--- src/rtl/hex_trig_pkg.sv ---
package hex_trig_pkg;
  localparam int GRP_N   = 7;
  localparam int PIX_N   = 7;
  localparam int RING_N  = 6;
  localparam int PIX_TOT = GRP_N * PIX_N;
  localparam int IDX_W   = $clog2(PIX_TOT);
  localparam int LINK_N  = 2 * RING_N;
  localparam int CODE_W  = 4;
  localparam int MIN_NB  = 2;

  typedef struct packed {
    logic [IDX_W-1:0] a;
    logic [IDX_W-1:0] b;
  } link_t;

  typedef link_t [LINK_N-1:0] link_tab_t;
  typedef logic [PIX_TOT-1:0][PIX_TOT-1:0] adj_mat_t;

  // Default inter-cluster links: centre to each ring cluster, and ring cluster to the next one.
  function automatic link_tab_t default_links();
    link_tab_t t;
    int d;
    for (int k = 1; k <= RING_N; k++) begin
      d = k - 1;
      t[2*d].a   = IDX_W'(d + 1);
      t[2*d].b   = IDX_W'(k * PIX_N + (d + 3) % RING_N + 1);
      t[2*d+1].a = IDX_W'(k * PIX_N + (d + 2) % RING_N + 1);
      t[2*d+1].b = IDX_W'((k % RING_N + 1) * PIX_N + (d + 5) % RING_N + 1);
    end
    return t;
  endfunction

  // Symmetric adjacency matrix: hexagon inside each cluster plus table links.
  function automatic adj_mat_t build_adj(link_tab_t links);
    adj_mat_t m;
    int c;
    int nx;
    int a;
    int b;
    m = '0;
    for (int g = 0; g < GRP_N; g++) begin
      c = g * PIX_N;
      for (int i = 1; i <= RING_N; i++) begin
        nx = i % RING_N + 1;
        m[c][c+i]     = 1'b1;
        m[c+i][c]     = 1'b1;
        m[c+i][c+nx]  = 1'b1;
        m[c+nx][c+i]  = 1'b1;
      end
    end
    for (int l = 0; l < LINK_N; l++) begin
      a = int'(links[l].a);
      b = int'(links[l].b);
      m[a][b] = 1'b1;
      m[b][a] = 1'b1;
    end
    return m;
  endfunction
endpackage

--- src/rtl/hex_pipe.sv ---
module hex_pipe #(
  parameter int W     = 8,
  parameter int DEPTH = 1
) (
  input  logic         clk,
  input  logic         rst,
  input  logic [W-1:0] d,
  output logic [W-1:0] q
);
  logic [W-1:0] stg [DEPTH+1];

  assign stg[0] = d;

  for (genvar s = 0; s < DEPTH; s++) begin : g_stage
    always_ff @(posedge clk) begin
      if (rst) stg[s+1] <= '0;
      else     stg[s+1] <= stg[s];
    end
  end

  assign q = stg[DEPTH];
endmodule

--- src/rtl/hex_adj_core.sv ---
module hex_adj_core
  import hex_trig_pkg::*;
#(
  parameter adj_mat_t ADJ = build_adj(default_links())
) (
  input  logic               clk,
  input  logic               rst,
  input  logic [PIX_TOT-1:0] act,
  output logic               any_hit,
  output logic               ctr_hit
);
  logic [PIX_TOT-1:0] hit;

  // A pixel pivots a connected triple when it and two of its neighbours are active.
  for (genvar p = 0; p < PIX_TOT; p++) begin : g_pix
    logic [PIX_TOT-1:0] nb_act;
    assign nb_act = act & ADJ[p];
    assign hit[p] = act[p] && ($countones(nb_act) >= MIN_NB);
  end

  assign any_hit = |hit;
  assign ctr_hit = |hit[PIX_N-1:0];

  assert_min_three_R3: assert property (@(posedge clk) disable iff (rst)
    any_hit |-> ($countones(act) >= 3));

  assert_centre_in_region_R6: assert property (@(posedge clk) disable iff (rst)
    ctr_hit |-> any_hit);

  assert_centre_needs_centre_pixel_R6: assert property (@(posedge clk) disable iff (rst)
    ctr_hit |-> (act[PIX_N-1:0] != '0));
endmodule

--- src/rtl/hex_trig_out.sv ---
module hex_trig_out
  import hex_trig_pkg::*;
#(
  parameter int NB_N = RING_N
) (
  input  logic              clk,
  input  logic              rst,
  input  logic              any_hit,
  input  logic              ctr_hit,
  input  logic              nb_any,
  output logic [CODE_W-1:0] trig_code,
  output logic [NB_N-1:0]   trig_out
);
  always_ff @(posedge clk) begin
    if (rst) begin
      trig_code <= '0;
      trig_out  <= '0;
    end else begin
      trig_code <= {any_hit & nb_any, nb_any, ctr_hit, any_hit};
      trig_out  <= {NB_N{ctr_hit}};
    end
  end

  assert_lines_uniform_R6: assert property (@(posedge clk) disable iff (rst)
    (trig_out != '0) |-> (trig_out == '1));
endmodule

--- src/rtl/hex_cluster_trigger.sv ---
module hex_cluster_trigger
  import hex_trig_pkg::*;
#(
  parameter link_tab_t LINKS = default_links(),
  parameter int        NB_N  = RING_N
) (
  input  logic               clk,
  input  logic               rst,
  input  logic [PIX_TOT-1:0] pix_in,
  input  logic [NB_N-1:0]    trig_in,
  output logic [CODE_W-1:0]  trig_code,
  output logic [NB_N-1:0]    trig_out
);
  localparam adj_mat_t ADJ = build_adj(LINKS);

  logic [PIX_TOT-1:0] pix_q;
  logic [NB_N-1:0]    nb_q;
  logic               any_hit;
  logic               ctr_hit;

  hex_pipe #(.W(PIX_TOT), .DEPTH(1)) u_pix_pipe (
    .clk(clk), .rst(rst), .d(pix_in), .q(pix_q)
  );

  hex_pipe #(.W(NB_N), .DEPTH(1)) u_nb_pipe (
    .clk(clk), .rst(rst), .d(trig_in), .q(nb_q)
  );

  hex_adj_core #(.ADJ(ADJ)) u_core (
    .clk(clk), .rst(rst), .act(pix_q), .any_hit(any_hit), .ctr_hit(ctr_hit)
  );

  hex_trig_out #(.NB_N(NB_N)) u_out (
    .clk(clk), .rst(rst), .any_hit(any_hit), .ctr_hit(ctr_hit),
    .nb_any(|nb_q), .trig_code(trig_code), .trig_out(trig_out)
  );

  assert_centre_implies_region_R6: assert property (@(posedge clk) disable iff (rst)
    trig_code[1] |-> trig_code[0]);

  assert_coincidence_R8: assert property (@(posedge clk) disable iff (rst)
    trig_code[3] |-> (trig_code[0] && trig_code[2]));

  assert_out_follows_centre_R6: assert property (@(posedge clk) disable iff (rst)
    (trig_out[0] == trig_code[1]));
endmodule

--- config.mk ---
export PLATFORM = sky130hd
export DESIGN_NAME = hex_cluster_trigger
export DESIGN_NICKNAME = d
export VERILOG_FILES = /design/src/rtl/hex_trig_pkg.sv /design/src/rtl/hex_pipe.sv /design/src/rtl/hex_adj_core.sv /design/src/rtl/hex_trig_out.sv /design/src/rtl/hex_cluster_trigger.sv
export SDC_FILE = /design/constraint.sdc
export NUM_CORES = 1
export LEC_CHECK = 0
export ABC_AREA = 1
export BUFFER_PORTS_ARGS = -buffer_cell sky130_fd_sc_hd__buf_2
export CORE_UTILIZATION = 40
export DETAILED_ROUTE_END_ITERATION = 10
export HOLD_SLACK_MARGIN = 0.02
export PLACE_DENSITY = 0.66
export SETUP_SLACK_MARGIN = 0.05
export SYNTH_ARGS = -nofsm -noshare
export SYNTH_HDL_FRONTEND = slang
export SYNTH_SLANG_ARGS = --single-unit
--- constraint.sdc ---
create_clock -name clk -period 3.7 [get_ports clk]
set_input_delay 0.37 -clock clk [delete_from_list [all_inputs] [get_ports clk]]
set_output_delay 0.37 -clock clk [all_outputs]
set_load 0.02 [all_outputs]
==> results_dict.tcl <==
set metrics [dict create \
    outcome "complete, no violations" \
    r2r-start "u_pix_pipe.q[37]" \
    place.gp.congestion 0.822 \
    cts_buffers 9 \
    ff_latch_area_um2 1180 \
    rows 37 \
    r2r-end "u_out.trig_code[0]" \
    diodes 0 \
    multi_input_area_um2 2540 \
    post-cts-setup-buffer-count 0 \
    vias 3413 \
    stdcell_count 793 \
    drt_pass1_iterations 4 \
    cp_slowest_cell "fa_1" \
    finalHoldViolCount 0 \
    path_max_fanout 5 \
    r2r_cells 15 \
    cts-root-buf "clkbuf_8" \
    synth_fp_nets 746 \
    final_util_pct 47.7 \
    finalMaxSlewViolations 0 \
    wl_per_cell_um 10.8 \
    areaGrowthSynthToFinish_pct 14.8 \
    tns_ns 0 \
    grt_usage_pct 17.4 \
    ff2ff_setup_slack_ns 0.90 \
    setup_viol 0 \
    synthTopCellsByArea "dfxtp_1, ha_1, nand2_1" \
    overflow 0 \
    io-pin-count 67 \
    grt_setup_unrepaired "no" \
    synth_edf_count 0 \
    critPathLaunchType "register" \
    fmax_mhz 357 \
    synth_top_area_share_pct 27.3 \
    avgSynthCellArea_um2 7.39 \
    worstPathCellList "fa_1 -> inv_1 -> fa_1 -> inv_1 -> nand2_1 -> fa_1 -> nand2_1 -> nand2_1 -> nand2_1 -> nor2_1 -> nand3_1 -> nor2_1 -> nand2_1 -> nor2_2 -> nor2_1" \
    htree_num_levels 3 \
    finalClockSkew_ns 0.0148 \
    layout-drive-gt1-share_pct 12.8 \
    crit_end "u_out.trig_code[0]" \
    synth_seq_cells 59 \
    synth_top_area_cell "dfxtp_1" \
    fill_cells 1061 \
    fin_crit_sh_pct 75.7 \
    synth.distinct_cells 15 \
    cts.clk_slew.worst_paths_ns 0.09 \
    via_per_inst 4.30 \
    syn_inst 586 \
    fin_crit_ns 2.80 \
    static-leakage-power_uw 0.00298 \
    routed_wl_um 8580 \
    clock_sinks 59 \
    cpPeakStageDelay_ns 0.48 \
    cp.required_ns 3.93 \
    clockBufferDepth 2 \
    grt_pass1_wl_um 15200 \
    synth_area_um2 4330 \
    drt.antenna.violating_nets 0 \
    grt_max_degree 39 \
    tightest_slew_ns 0.624 \
    relSlewSlack_pct 58.4 \
    ctsResizeCount 0 \
    crit_path_start "u_pix_pipe.q[37]" \
    min_path_cells 3 \
    drc 0 \
    drt_iter0_markers 79 \
    design.die.area_um2 11200 \
    crit_buf_inv 2 \
    yosys_warnings 0 \
    maxCapViolCount 0 \
    path_delay_family "adder cells" \
    fp.dieH_um 106 \
    postCtsHoldBufs 0 \
    clock_latency_ns 0.36 \
    power_density_nw_per_um2 342 \
    endpoint_kind "register" \
    ys.flop_type "dfxtp_1" \
    crit_top_cell "nand2_1" \
    yosysSeqAreaShare_pct 27.3 \
    peakVddDrop_mv 0.200 \
    worstSetupPathType "reg2reg" \
    die_x_um 106 \
    start_util_pct 41.6 \
    placed_cells 777 \
    synthTopCellsByCount "nand2_1, inv_1, nor2_1, ha_1, dfxtp_1" \
    cts_tree "yes" \
    hold_class "in2reg" \
    antenna_found_initial 0 \
    synth-async-reset-ratio_pct 0 \
    cp.depth 15 \
    yosysMostFrequentCell "nand2_1" \
    hpwl_um 7040 \
    coreArea_um2 10400 \
    nNetsFinal 812 \
    grt_pass1_vias 3407 \
    cp.arrival_ns 3.03 \
    port_buffers 66 \
]
[power by group]
| group | internal, uW | switching (uW) | leakage (uW) |
|---|---|---|---|
| sequential | 672 | 50.2 | 0.000492 |
| clock | 323 | 311 | 0.000105 |
| combinational | 148 | 194 | 0.00238 |
| total | 1140 | 556 | 0.00298 |
[tightest hold or removal path, delay by kind of cell]
kind,cells,cell delay [ns]
simple gates,1,0.06
buf+inv,2,0.10
[metal layers]
metal | wire length (um) | track usage, % | vias to the layer above
met2 | 4170 | 29.4 | 52
met5 | 0 | 0 | -
met3 | 287 | 3.86 | 17
met4 | 181 | 7.34 | 0
met1 | 3940 | 21.3 | 1525
li1 | - | - | 1819
[cell families after synthesis]
logic type	share of synthesized area, %
fa+ha+maj	34.8
compound gates	0.983
flops	27.3
simple gates	22.9
buf+inv	14.1
[through the flow]
step / area (um^2) / total power, uW / hold WS (ns) / setup slack (ns)
2_1_floorplan: 4330 / 980 / 0.477 / 1.12
3_3_place_gp: 4760 / 1070 / 0.552 / 0.993
3_5_place_dp: 4760 / 1080 / 0.545 / 0.911
4_1_cts: 4970 / 1720 / 0.195 / 0.885
5_1_grt: 4970 / 1830 / 0.198 / 0.624
6_report: 4970 / 1700 / 0.205 / 0.900
[how the worst min path moves through the flow]
stage,to,startpoint,slack (ns)
after floorplan,u_nb_pipe.q[0],trig_in[0],0.48
after global placement,u_out.trig_code[2],u_nb_pipe.q[2],0.55
after detailed placement,u_out.trig_code[2],u_nb_pipe.q[3],0.55
after CTS,u_nb_pipe.q[4],trig_in[4],0.19
after global routing,u_nb_pipe.q[2],trig_in[2],0.20
final,u_pix_pipe.q[13],pix_in[13],0.20
[cells in the final DEF, fill, tap and decap left out, drive strengths merged]
| cell type | count |
|---|---|
| a21boi | 1 |
| a21oi | 4 |
| buf | 67 |
| bufinv | 1 |
| clkbuf | 9 |
| clkinv | 2 |
| dfxtp | 59 |
| fa | 29 |
| ha | 74 |
| inv | 147 |
| nand2 | 164 |
| nand3 | 4 |
| nor2 | 92 |
| nor4 | 1 |
| o21ai | 3 |
[area by class of cell]
class                      instances  share of cell area, %
tap                              136                   3.42
sequential                        59                   23.8
multi-input combinational        372                   51.1
clock buffer                       9                   2.49
clock inverter                     7                   1.66
inverter                         143                   10.8
timing repair buffer              67                   6.80
[sequential cells by signal, summed over array words and instances (netlist names)]
name,count
u_nb_pipe.q,6
u_out.trig_code,4
u_pix_pipe.q,49
(Power assumes the default switching activity.)
